$ cat src/rtl/duo_stack_pkg.sv
package duo_stack_pkg;
   typedef enum logic [2:0] {
      CMD_IDLE     = 3'd0,
      CMD_POP      = 3'd1,
      CMD_PUSH     = 3'd2,
      CMD_XPUSH    = 3'd3,
      CMD_DROP     = 3'd4,
      CMD_KEEP_ON  = 3'd5,
      CMD_KEEP_OFF = 3'd6
   } stk_cmd_e;

   localparam int MODE_SHORT_BIT = 5;
   localparam int MODE_RET_BIT   = 6;
   localparam int MODE_KEEP_BIT  = 7;
   localparam int N_STACKS       = 2;
endpackage

$ cat src/rtl/duo_stack_bank.sv
module duo_stack_bank #(
   parameter int DATA_W = 8,
   parameter int PTR_W  = 8
) (
   input  logic              clk,
   input  logic              rst_n,
   input  logic              inc_en,
   input  logic [DATA_W-1:0] wr_byte,
   input  logic              dec_en,
   input  logic [1:0]        dec_amt,
   input  logic              load_en,
   input  logic [PTR_W-1:0]  load_val,
   output logic [PTR_W-1:0]  ptr,
   output logic [DATA_W-1:0] top_byte
);
   localparam int DEPTH = 1 << PTR_W;

   logic [DATA_W-1:0] mem [DEPTH];

   always_ff @(posedge clk) begin
      if (inc_en) mem[ptr] <= wr_byte;
   end

   always_ff @(posedge clk or negedge rst_n) begin
      if (!rst_n)       ptr <= '0;
      else if (load_en) ptr <= load_val;
      else if (inc_en)  ptr <= ptr + PTR_W'(1);
      else if (dec_en)  ptr <= ptr - PTR_W'(dec_amt);
   end

   assign top_byte = mem[ptr - PTR_W'(1)];
endmodule

$ cat src/rtl/duo_stack_seq.sv
module duo_stack_seq
   import duo_stack_pkg::*;
#(
   parameter int DATA_W = 8,
   parameter int PTR_W  = 8
) (
   input  logic                              clk,
   input  logic                              rst_n,
   input  logic                              cmd_valid,
   input  logic [2:0]                        cmd,
   input  logic [7:0]                        op_mode,
   input  logic [2*DATA_W-1:0]               wr_data,
   input  logic [N_STACKS-1:0][PTR_W-1:0]    ptr,
   input  logic [N_STACKS-1:0][DATA_W-1:0]   top_byte,
   output logic [N_STACKS-1:0]               inc_en,
   output logic [N_STACKS-1:0]               dec_en,
   output logic [N_STACKS-1:0]               load_en,
   output logic [DATA_W-1:0]                 wr_byte,
   output logic [1:0]                        dec_amt,
   output logic [PTR_W-1:0]                  load_val,
   output logic [2*DATA_W-1:0]               rd_data,
   output logic                              rd_valid,
   output logic                              busy
);
   stk_cmd_e          cmd_e;
   logic              f_short, f_ret, f_keep;
   logic              src, tgt, accept, is_push;
   logic              busy_q, pop_q, sel_q;
   logic [DATA_W-1:0] lo_q;
   logic [PTR_W-1:0]  snap_q;

   assign cmd_e   = stk_cmd_e'(cmd);
   assign f_short = op_mode[MODE_SHORT_BIT];
   assign f_ret   = op_mode[MODE_RET_BIT];
   assign f_keep  = op_mode[MODE_KEEP_BIT];
   assign src     = f_ret;
   assign tgt     = (cmd_e == CMD_XPUSH) ? ~f_ret : f_ret;
   assign accept  = cmd_valid && !busy_q;
   assign is_push = (cmd_e == CMD_PUSH) || (cmd_e == CMD_XPUSH);

   always_comb begin
      inc_en   = '0;
      dec_en   = '0;
      load_en  = '0;
      wr_byte  = '0;
      dec_amt  = 2'd1;
      load_val = snap_q;
      if (busy_q) begin
         if (pop_q) dec_en[sel_q] = 1'b1;
         else begin
            inc_en[sel_q] = 1'b1;
            wr_byte       = lo_q;
         end
      end else if (cmd_valid) begin
         case (cmd_e)
            CMD_PUSH, CMD_XPUSH: begin
               inc_en[tgt] = 1'b1;
               wr_byte     = f_short ? wr_data[2*DATA_W-1:DATA_W] : wr_data[DATA_W-1:0];
            end
            CMD_POP:  dec_en[src] = 1'b1;
            CMD_DROP: begin
               dec_en[src] = 1'b1;
               dec_amt     = f_short ? 2'd2 : 2'd1;
            end
            CMD_KEEP_OFF: if (f_keep) load_en[src] = 1'b1;
            default: ;
         endcase
      end
   end

   always_ff @(posedge clk or negedge rst_n) begin
      if (!rst_n) begin
         busy_q   <= 1'b0;
         pop_q    <= 1'b0;
         sel_q    <= 1'b0;
         lo_q     <= '0;
         snap_q   <= '0;
         rd_data  <= '0;
         rd_valid <= 1'b0;
      end else begin
         rd_valid <= 1'b0;
         if (busy_q) begin
            busy_q <= 1'b0;
            if (pop_q) begin
               rd_data  <= {top_byte[sel_q], lo_q};
               rd_valid <= 1'b1;
            end
         end else if (accept) begin
            if (f_short && (is_push || cmd_e == CMD_POP)) begin
               busy_q <= 1'b1;
               pop_q  <= (cmd_e == CMD_POP);
               sel_q  <= (cmd_e == CMD_POP) ? src : tgt;
               lo_q   <= (cmd_e == CMD_POP) ? top_byte[src] : wr_data[DATA_W-1:0];
            end
            if (cmd_e == CMD_POP && !f_short) begin
               rd_data  <= {{DATA_W{1'b0}}, top_byte[src]};
               rd_valid <= 1'b1;
            end
            if (cmd_e == CMD_KEEP_ON && f_keep) snap_q <= ptr[src];
         end
      end
   end

   assign busy = busy_q;
endmodule

$ cat src/rtl/duo_stack.sv
module duo_stack
   import duo_stack_pkg::*;
#(
   parameter int DATA_W = 8,
   parameter int PTR_W  = 8
) (
   input  logic                clk,
   input  logic                rst_n,
   input  logic                cmd_valid,
   input  logic [2:0]          cmd,
   input  logic [7:0]          op_mode,
   input  logic [2*DATA_W-1:0] wr_data,
   output logic [2*DATA_W-1:0] rd_data,
   output logic                rd_valid,
   output logic                busy,
   output logic [PTR_W-1:0]    ptr_w,
   output logic [PTR_W-1:0]    ptr_r
);
   if (DATA_W < 1 || DATA_W > 32) begin : g_bad_data_w
      $error("duo_stack: DATA_W out of range");
   end
   if (PTR_W < 2 || PTR_W > 12) begin : g_bad_ptr_w
      $error("duo_stack: PTR_W out of range");
   end

   logic [N_STACKS-1:0][PTR_W-1:0]  ptr;
   logic [N_STACKS-1:0][DATA_W-1:0] top_byte;
   logic [N_STACKS-1:0]             inc_en, dec_en, load_en;
   logic [DATA_W-1:0]               wr_byte;
   logic [1:0]                      dec_amt;
   logic [PTR_W-1:0]                load_val;

   duo_stack_seq #(.DATA_W(DATA_W), .PTR_W(PTR_W)) i_seq (
      .clk(clk), .rst_n(rst_n), .cmd_valid(cmd_valid), .cmd(cmd),
      .op_mode(op_mode), .wr_data(wr_data), .ptr(ptr), .top_byte(top_byte),
      .inc_en(inc_en), .dec_en(dec_en), .load_en(load_en), .wr_byte(wr_byte),
      .dec_amt(dec_amt), .load_val(load_val), .rd_data(rd_data),
      .rd_valid(rd_valid), .busy(busy)
   );

   for (genvar s = 0; s < N_STACKS; s++) begin : g_bank
      duo_stack_bank #(.DATA_W(DATA_W), .PTR_W(PTR_W)) i_bank (
         .clk(clk), .rst_n(rst_n), .inc_en(inc_en[s]), .wr_byte(wr_byte),
         .dec_en(dec_en[s]), .dec_amt(dec_amt), .load_en(load_en[s]),
         .load_val(load_val), .ptr(ptr[s]), .top_byte(top_byte[s])
      );
   end

   assign ptr_w = ptr[0];
   assign ptr_r = ptr[1];
endmodule

$ cat config.mk
export PLATFORM = sky130hd
export DESIGN_NAME = duo_stack
export DESIGN_NICKNAME = d
export VERILOG_FILES = /design/src/rtl/duo_stack_pkg.sv /design/src/rtl/duo_stack_bank.sv /design/src/rtl/duo_stack_seq.sv /design/src/rtl/duo_stack.sv
export SDC_FILE = /design/constraint.sdc
export NUM_CORES = 2
export LEC_CHECK = 0
export BUFFER_PORTS_ARGS = -buffer_cell sky130_fd_sc_hd__buf_2
export CORE_MARGIN = 8
export CORE_UTILIZATION = 55
export DETAILED_ROUTE_END_ITERATION = 12
export MAX_ROUTING_LAYER = met4
export PLACE_DENSITY = 0.73
export SLEW_MARGIN = 25
export SYNTH_ARGS = -nofsm -noshare
export SYNTH_HDL_FRONTEND = slang
export SYNTH_SLANG_ARGS = --single-unit
$ cat constraint.sdc
create_clock -name clk -period 25.7 [get_ports clk]
set_input_delay 2.57 -clock clk [delete_from_list [all_inputs] [get_ports clk]]
set_output_delay 2.57 -clock clk [all_outputs]
set_load 0.02 [all_outputs]
### After elaboration in Yosys (flattened, before gate mapping)

Memories as Yosys holds them, arrays and structs flattened.
Cells that the tools add are included.

| word-level totals | value |
|---|---|
| register bits after elaboration | 52 |
| bits in writable memories | 4096 |
| input bits | 30 |
| output and inout port bits | 34 |
| word-level logic and storage cells | 109 |
| memories kept | 2 |

Memory list:

| name | depth | width | rd ports | clocked after memory_dff | write ports | RTL line | source |
|---|---|---|---|---|---|---|---|
| g_bank[0].i_bank.mem | 256 | 8 | 1 | 0 | 1 | duo_stack_bank.sv:18 | `logic [DATA_W-1:0] mem [DEPTH];` |
| g_bank[1].i_bank.mem | 256 | 8 | 1 | 0 | 1 | duo_stack_bank.sv:18 |  |

| operators by class | value |
|---|---|
| $add $sub $neg | 6 |
| magnitude comparators | 6 |
| eq/ne operators | 7 |
| multiplexer cells | 57 |
| bitwise operators | 2 |
| reductions and logical operators | 20 |

Operators by type and width:

| operator | count |
|---|---|
| 8-bit two-way mux | 18 |
| 16-bit two-way mux | 4 |
| 2-bit two-way mux | 16 |
| 8-bit by 1-bit adder with 8-bit output (second input constant) | 2 |
| 1-bit two-way mux | 16 |
| 8-bit by 1-bit subtractor with 8-bit output (second input constant) | 2 |
| 8-bit by 2-bit subtractor with 8-bit output | 2 |
| 3-bit == test (second input constant) | 3 |
| 3-bit AND reduction | 3 |
| 1-bit logical AND | 7 |
| 3-bit by 2-bit == test with 1-bit output (second input constant) | 2 |
| 1-bit by 2-bit < comparator with 1-bit output (second input constant) | 3 |
| 3-bit nonzero test | 2 |
| 2-bit nonzero test | 2 |
| 2-bit OR reduction | 2 |
| 1-bit demux with 1-bit select | 3 |
| 3-bit by 1-bit == test with 1-bit output (second input constant) | 1 |
| 1-bit greater-or-equal comparator (second input constant) | 3 |
| 1-bit zero test | 2 |
| 1-bit logical OR | 2 |
| 2-bit != test (second input constant) | 1 |
| 1-bit inverter | 2 |

### Depth between registers and ports, before layout

| depth | value |
|---|---|
| depth after elaboration | 11 |
| depth in mapped cells | 21 |
| mapped depth without buffers | 11 |

### By module

A second synthesis with hierarchy kept.

| second synthesis, totals | value |
|---|---|
| cell total of the unflattened synthesis | 7014 |
| area, all modules | 161508.6 um^2 |

Modules (own cells, without submodules):

| module | instances | cells each | area each (um^2) | seq. area each (um^2) |
|---|---|---|---|---|
| duo_stack_bank (g_bank[1].i_bank) | 1 | 3396 | 79697.7 | 61699.2 |
| duo_stack_bank (g_bank[0].i_bank) | 1 | 3396 | 79696.4 | 61699.2 |
| duo_stack_seq | 1 | 222 | 2114.5 | 900.9 |

### Worst setup path before layout

No wires, ideal clock.

| timing path | value |
|---|---|
| path kind | input to register |
| from | in cmd_valid |
| to | mem g_bank[0].i_bank.mem[0][0] (data pin) |
| setup time | 4168 ps |
| data arrival time | 22945 ps |
| required time | 21532 ps |
| path slack | -1413 ps |
| cell stages on the path | 3 |
| path buffers | 0 |
| path through | nor2b_1 > nand3b_1 > o21ai_0 |

| on the way | value |
|---|---|
| cells in the longest elaborated chain, start to end | 2 |

RTL lines:

| what | RTL line | source |
|---|---|---|
| start, declared | duo_stack.sv:9 | `input logic cmd_valid,` |
| 8-bit two-way mux | duo_stack_seq.sv:54 | `end else if (cmd_valid) begin` |
| 8-bit two-way mux | duo_stack_seq.sv:48 | `if (busy_q) begin` |
| via g_bank[0].i_bank.wr_byte[0] | duo_stack_bank.sv:8 | `input logic [DATA_W-1:0] wr_byte,` |
| end, declared | duo_stack_bank.sv:18 |  |

The timed path passes the listed nets, and every way through them passes these cells.

### Final worst setup path

| timing path | value |
|---|---|
| from | reg g_bank[0].i_bank.ptr[0] |
| to | reg i_seq.rd_data[1] |

| on the way | value |
|---|---|
| cells in the longest elaborated chain, start to end | 7 |

RTL lines:

| what | RTL line | source |
|---|---|---|
| start, declared | duo_stack_bank.sv:13 | `output logic [PTR_W-1:0] ptr,` |
| start signal, assigned | duo_stack_bank.sv:26 | `else if (load_en) ptr <= load_val;` |
| start signal, assigned | duo_stack_bank.sv:27 | `else if (inc_en) ptr <= ptr + PTR_W'(1);` |
| start signal, assigned | duo_stack_bank.sv:28 | `else if (dec_en) ptr <= ptr - PTR_W'(dec_amt);` |
| 8-bit by 1-bit subtractor with 8-bit output | duo_stack_bank.sv:31 | `assign top_byte = mem[ptr - PTR_W'(1)];` |
| memory read 256 x 8 bit | -- |  |
| 8-bit two-way mux (not written as such) (2 in a row) | duo_stack_seq.sv:96 | `rd_data <= {{DATA_W{1'b0}}, top_byte[src]};` |
| 16-bit two-way mux | duo_stack_seq.sv:95 | `if (cmd_e == CMD_POP && !f_short) begin` |
| 16-bit two-way mux | duo_stack_seq.sv:88 | `end else if (accept) begin` |
| 16-bit two-way mux | duo_stack_seq.sv:82 | `if (busy_q) begin` |
| end signal, assigned | duo_stack_seq.sv:85 | `rd_data <= {top_byte[sel_q], lo_q};` |
| end signal, assigned | duo_stack_seq.sv:96 |  |
| end, declared | duo_stack_seq.sv:21 | `output logic [2*DATA_W-1:0] rd_data,` |

No other way between the ends. The select of a mux whose other input is x is not followed.
A chain may end at the register's enable or synchronous reset.

==> summary.md <==
| Metric | Value |
|---|---|
| Power Density | `118.8 nW/µm²` |
| Switch Pwr | `7.770 mW` |
| FF+latch count, synth | `4148` |
| Die Width | `561.9 µm` |
| Yosys warning count | `0` |
| Syn_nets | `8386` |
| Sw Share | `0.3609` |
| Failing checks | `design-rule violations` |
| CTS tree | `yes` |
| Via count | `83620` |
| Final WL | `403400 µm` |
| Die area | `315700 µm²` |
| RSZ-0062 raised after global routing | `no` |
| Post-synth cell types | `97` |
| Worst r2r src | `g_bank[0].i_bank.ptr[0]` |
| Start point of the worst hold path | `i_seq.lo_q[6]` |
| Htree depth | `5` |
| Area added between synthesis and finish | `10.63%` |
| CP Max Fanout | `123` |
| Slew HR | `0.2039` |
| Startpoint Class | `flop` |
| Combinational Power Share | `0.383` |
| Critical path endpoint category | `flop` |
| Max clock buf depth | `4` |
| Pleak | `57.08 nW` |
| Finished Cell Area | `181300 µm²` |
| Worst hold endpoint | `i_seq.lo_q[6]` |
| Post-synth ARST share | `0.01254` |
| Mean Syn Cell Area | `19.65 µm²` |
| Min Tclk post-route | `7880 ps` |
| Share of layout cells above drive strength 1 | `0.2170` |
| WHS Path Cells | `2` |
| Post-CTS Setup Bufs | `0` |
| Vias in the first global route | `84090` |
| DRC | `1` |
| CTS Buf Count | `396` |
| CP Data Arrival Time | `8600 ps` |
| Max-Cap Viols | `0` |
| Sequential fraction of the synthesis area | `0.7585` |
| DP Area | `168600 µm²` |
| FF-to-FF path depth | `14` |
| Flop pwr share | `0.355` |
| P_int | `13.76 mW` |
| First-pass DRT Iterations | `9` |
| Starting DRC count in detailed routing | `10540` |
| # nets final | `8519` |
| Hold Crit Class | `reg2reg` |
| Worst-path clk slew | `60 ps` |
| Synth Instances | `8340` |
| Clock Latency Late Sink | `910 ps` |
| Prevailing post-synth register cell | `edfxtp_1` |
| DR vias/cell | `6.562` |
| WL/cell | `31.66 µm` |
| Core Rows | `200` |
| Final hold vios | `0` |
| Slew Limit Fails | `0` |
| CTS resizes | `0` |
| Post-DP HPWL | `239700 µm` |
| Clk pwr share | `0.263` |
| Clock root cell | `clkbuf_16` |
| Starting density of the core | `0.5522` |
| Measured slew at the worst slew-check pin | `1194 ps` |
| Die H | `561.9 µm` |
| First-pass GRT wire length | `585200 µm` |
| Final Wtd Congestion | `0.9501` |
| Setup TNS | `0 ps` |
| Setup violations, final | `0` |
| Io pins | `64` |
| Max Clk Rate | `126.9 MHz` |
| GRT Total Usage | `0.2595` |
| CTS Hold Bufs | `0` |
| Pin count of the biggest net entering global routing | `230` |
| Initial antenna violation count | `9` |
| CP Class | `reg2reg` |
| Port-buffer cells | `58` |
| Period utilisation layout | `0.3066` |
| Core Area | `296800 µm²` |
| WHS | `542.2 ps` |
| Worst EP required | `26420 ps` |
| Final Util | `0.6109` |
| Total power | `21.53 mW` |
| Routed Antenna Nets | `0` |
| FF-to-FF End | `i_seq.rd_data[1]` |
| Setup Skew | `61.20 ps` |
| Reg-to-reg slack, setup | `17820 ps` |
| Status | `finished with violations` |
| Post-Syn Area | `163900 µm²` |
| GR Overflow Total | `0` |
| Post-synth EDFFs | `4096` |
| Peak supply drop | `161.4 µV` |
| CTS Sinks | `4148` |
-- worst max-delay path, stage by stage, from the launching register on --
cell	delay (ps)
dfrtp_4	840
inv_2	40
buf_4	300
ha_4	610
buf_12	480
buf_12	650
buf_4	740
buf_4	660
mux4_2	450
mux4_2	530
o221ai_1	700
nor2_1	200
a311o_1	360
a2111oi_2	580
a31oi_1	200
-- routing by layer --
metal / wire length, µm / up-vias / GRT usage
met1: 145700 / 43400 / 0.3343
li1: - / 34320 / -
met4: 23300 / 0 / 0.1204
met5: 0 / - / -
met3: 38040 / 1017 / 0.04638
met2: 196400 / 4880 / 0.4085
-- metrics by stage --
stage | cells | setup slack (ps)
CTS | 12720 | 17790
detailed placement | 12000 | 17180
global placement | 12000 | 17500
floorplan | 8340 | -1413
finish | 12740 | 17820
global route | 12740 | 17720
-- cell type report --
class / instances / area [µm²]
antenna: 12 / 30.03
clock buffer: 496 / 10520
clock inverter: 220 / 1911
fill: 20180 / 115500
inverter: 51 / 191.4
multi-input combinational: 3632 / 37330
sequential: 4148 / 124300
tap: 3939 / 4928
timing repair buffer: 244 / 2078
-- cells in the final DEF, fill, tap and decap left out, types with 15 or more instances in the layout --
cell type	count
o21ai_0	25
a32oi_1	36
and3_1	19
buf_12	18
mux4_2	1023
nor2b_1	17
a21oi_1	78
o211ai_1	35
buf_4	155
mux2_2	32
buf_2	60
clkinv_1	102
o221ai_1	15
nor3_1	60
mux2i_1	136
nand4_1	82
dfrtp_1	47
bufinv_16	29
clkbuf_1	83
clkinv_2	58
nor2_1	751
clkbuf_16	402
nand3_1	247
nand2_1	630
o22ai_1	109
a31oi_1	54
inv_1	48
edfxtp_1	4096
-- flip-flops by register name, summed over array words and instances, names as in the netlist --
signal and flops:
g_bank.i_bank.ptr 16, i_seq.busy 1, i_seq.lo_q 8, i_seq.pop_q 1, i_seq.rd_valid 1, i_seq.sel_q 1
i_seq.rd_data 16, i_seq.load_val 8, g_bank.i_bank.mem 4096
-- how the worst max path moves through the flow --
stage / startpoint / to / slack (ps) / depth (start not counted)
2_1_floorplan: cmd_valid / g_bank[0].i_bank.mem[0][0] / -1410 / 3
3_3_place_gp: cmd_valid / g_bank[0].i_bank.mem[228][5] / 17500 / 7
3_5_place_dp: cmd_valid / g_bank[0].i_bank.mem[229][5] / 17180 / 7
4_1_cts: g_bank[0].i_bank.ptr[0] / i_seq.rd_data[1] / 17790 / 14
5_1_grt: g_bank[0].i_bank.ptr[0] / i_seq.rd_data[1] / 17720 / 14
6_report: g_bank[0].i_bank.ptr[0] / i_seq.rd_data[1] / 17820 / 14
-- power groups by stage --
stage	Clock [mW]	Combinational, mW	Sequential [mW]
3_3_place_gp	0	8.05	7.78
2_1_floorplan	0	5.33	7.95
4_1_cts	5.69	8.16	7.64
5_1_grt	5.93	8.56	7.64
6_report	5.65	8.24	7.64
3_5_place_dp	0	8.12	7.78
-- cell usage after synthesis (all sizes together), types with 14 or more instances --
cell type	n	area, µm²
a21oi	80	400.4
a31oi	54	337.8
a32oi	36	315.3
and3	19	118.9
buf	273	1501
clkbuf	236	890.9
dfrtp	52	1301
edfxtp	4096	123000
ha	14	175.2
inv	50	187.7
mux2	32	360.4
mux2i	136	1361
mux4	1023	23040
nand2	633	2381
nand3	253	1266
nand4	83	525.5
nor2	753	2829
nor2b	17	106.4
nor3	62	310.3
o211ai	36	275.3
o21ai	35	175.2
o221ai	15	131.4
o22ai	113	733.2
-- kinds of logic (layout without fill, tap and decap cells) --
group                      count (synthesis)  after routing  synth area share
and+or+nand+nor                         1910           1910           0.05030
buffers and inverters                    560           1011           0.01577
adders and majority gates                 16             16          0.001313
AOI/OAI and AO/OA                        505            505           0.02245
other                                      0             12                 0
DFF                                     4148           4148            0.7585
xor gates and xnor gates                  10             10         0.0005803
muxes                                   1191           1191            0.1511
No activity file was read; power rests on OpenSTA's default activity.
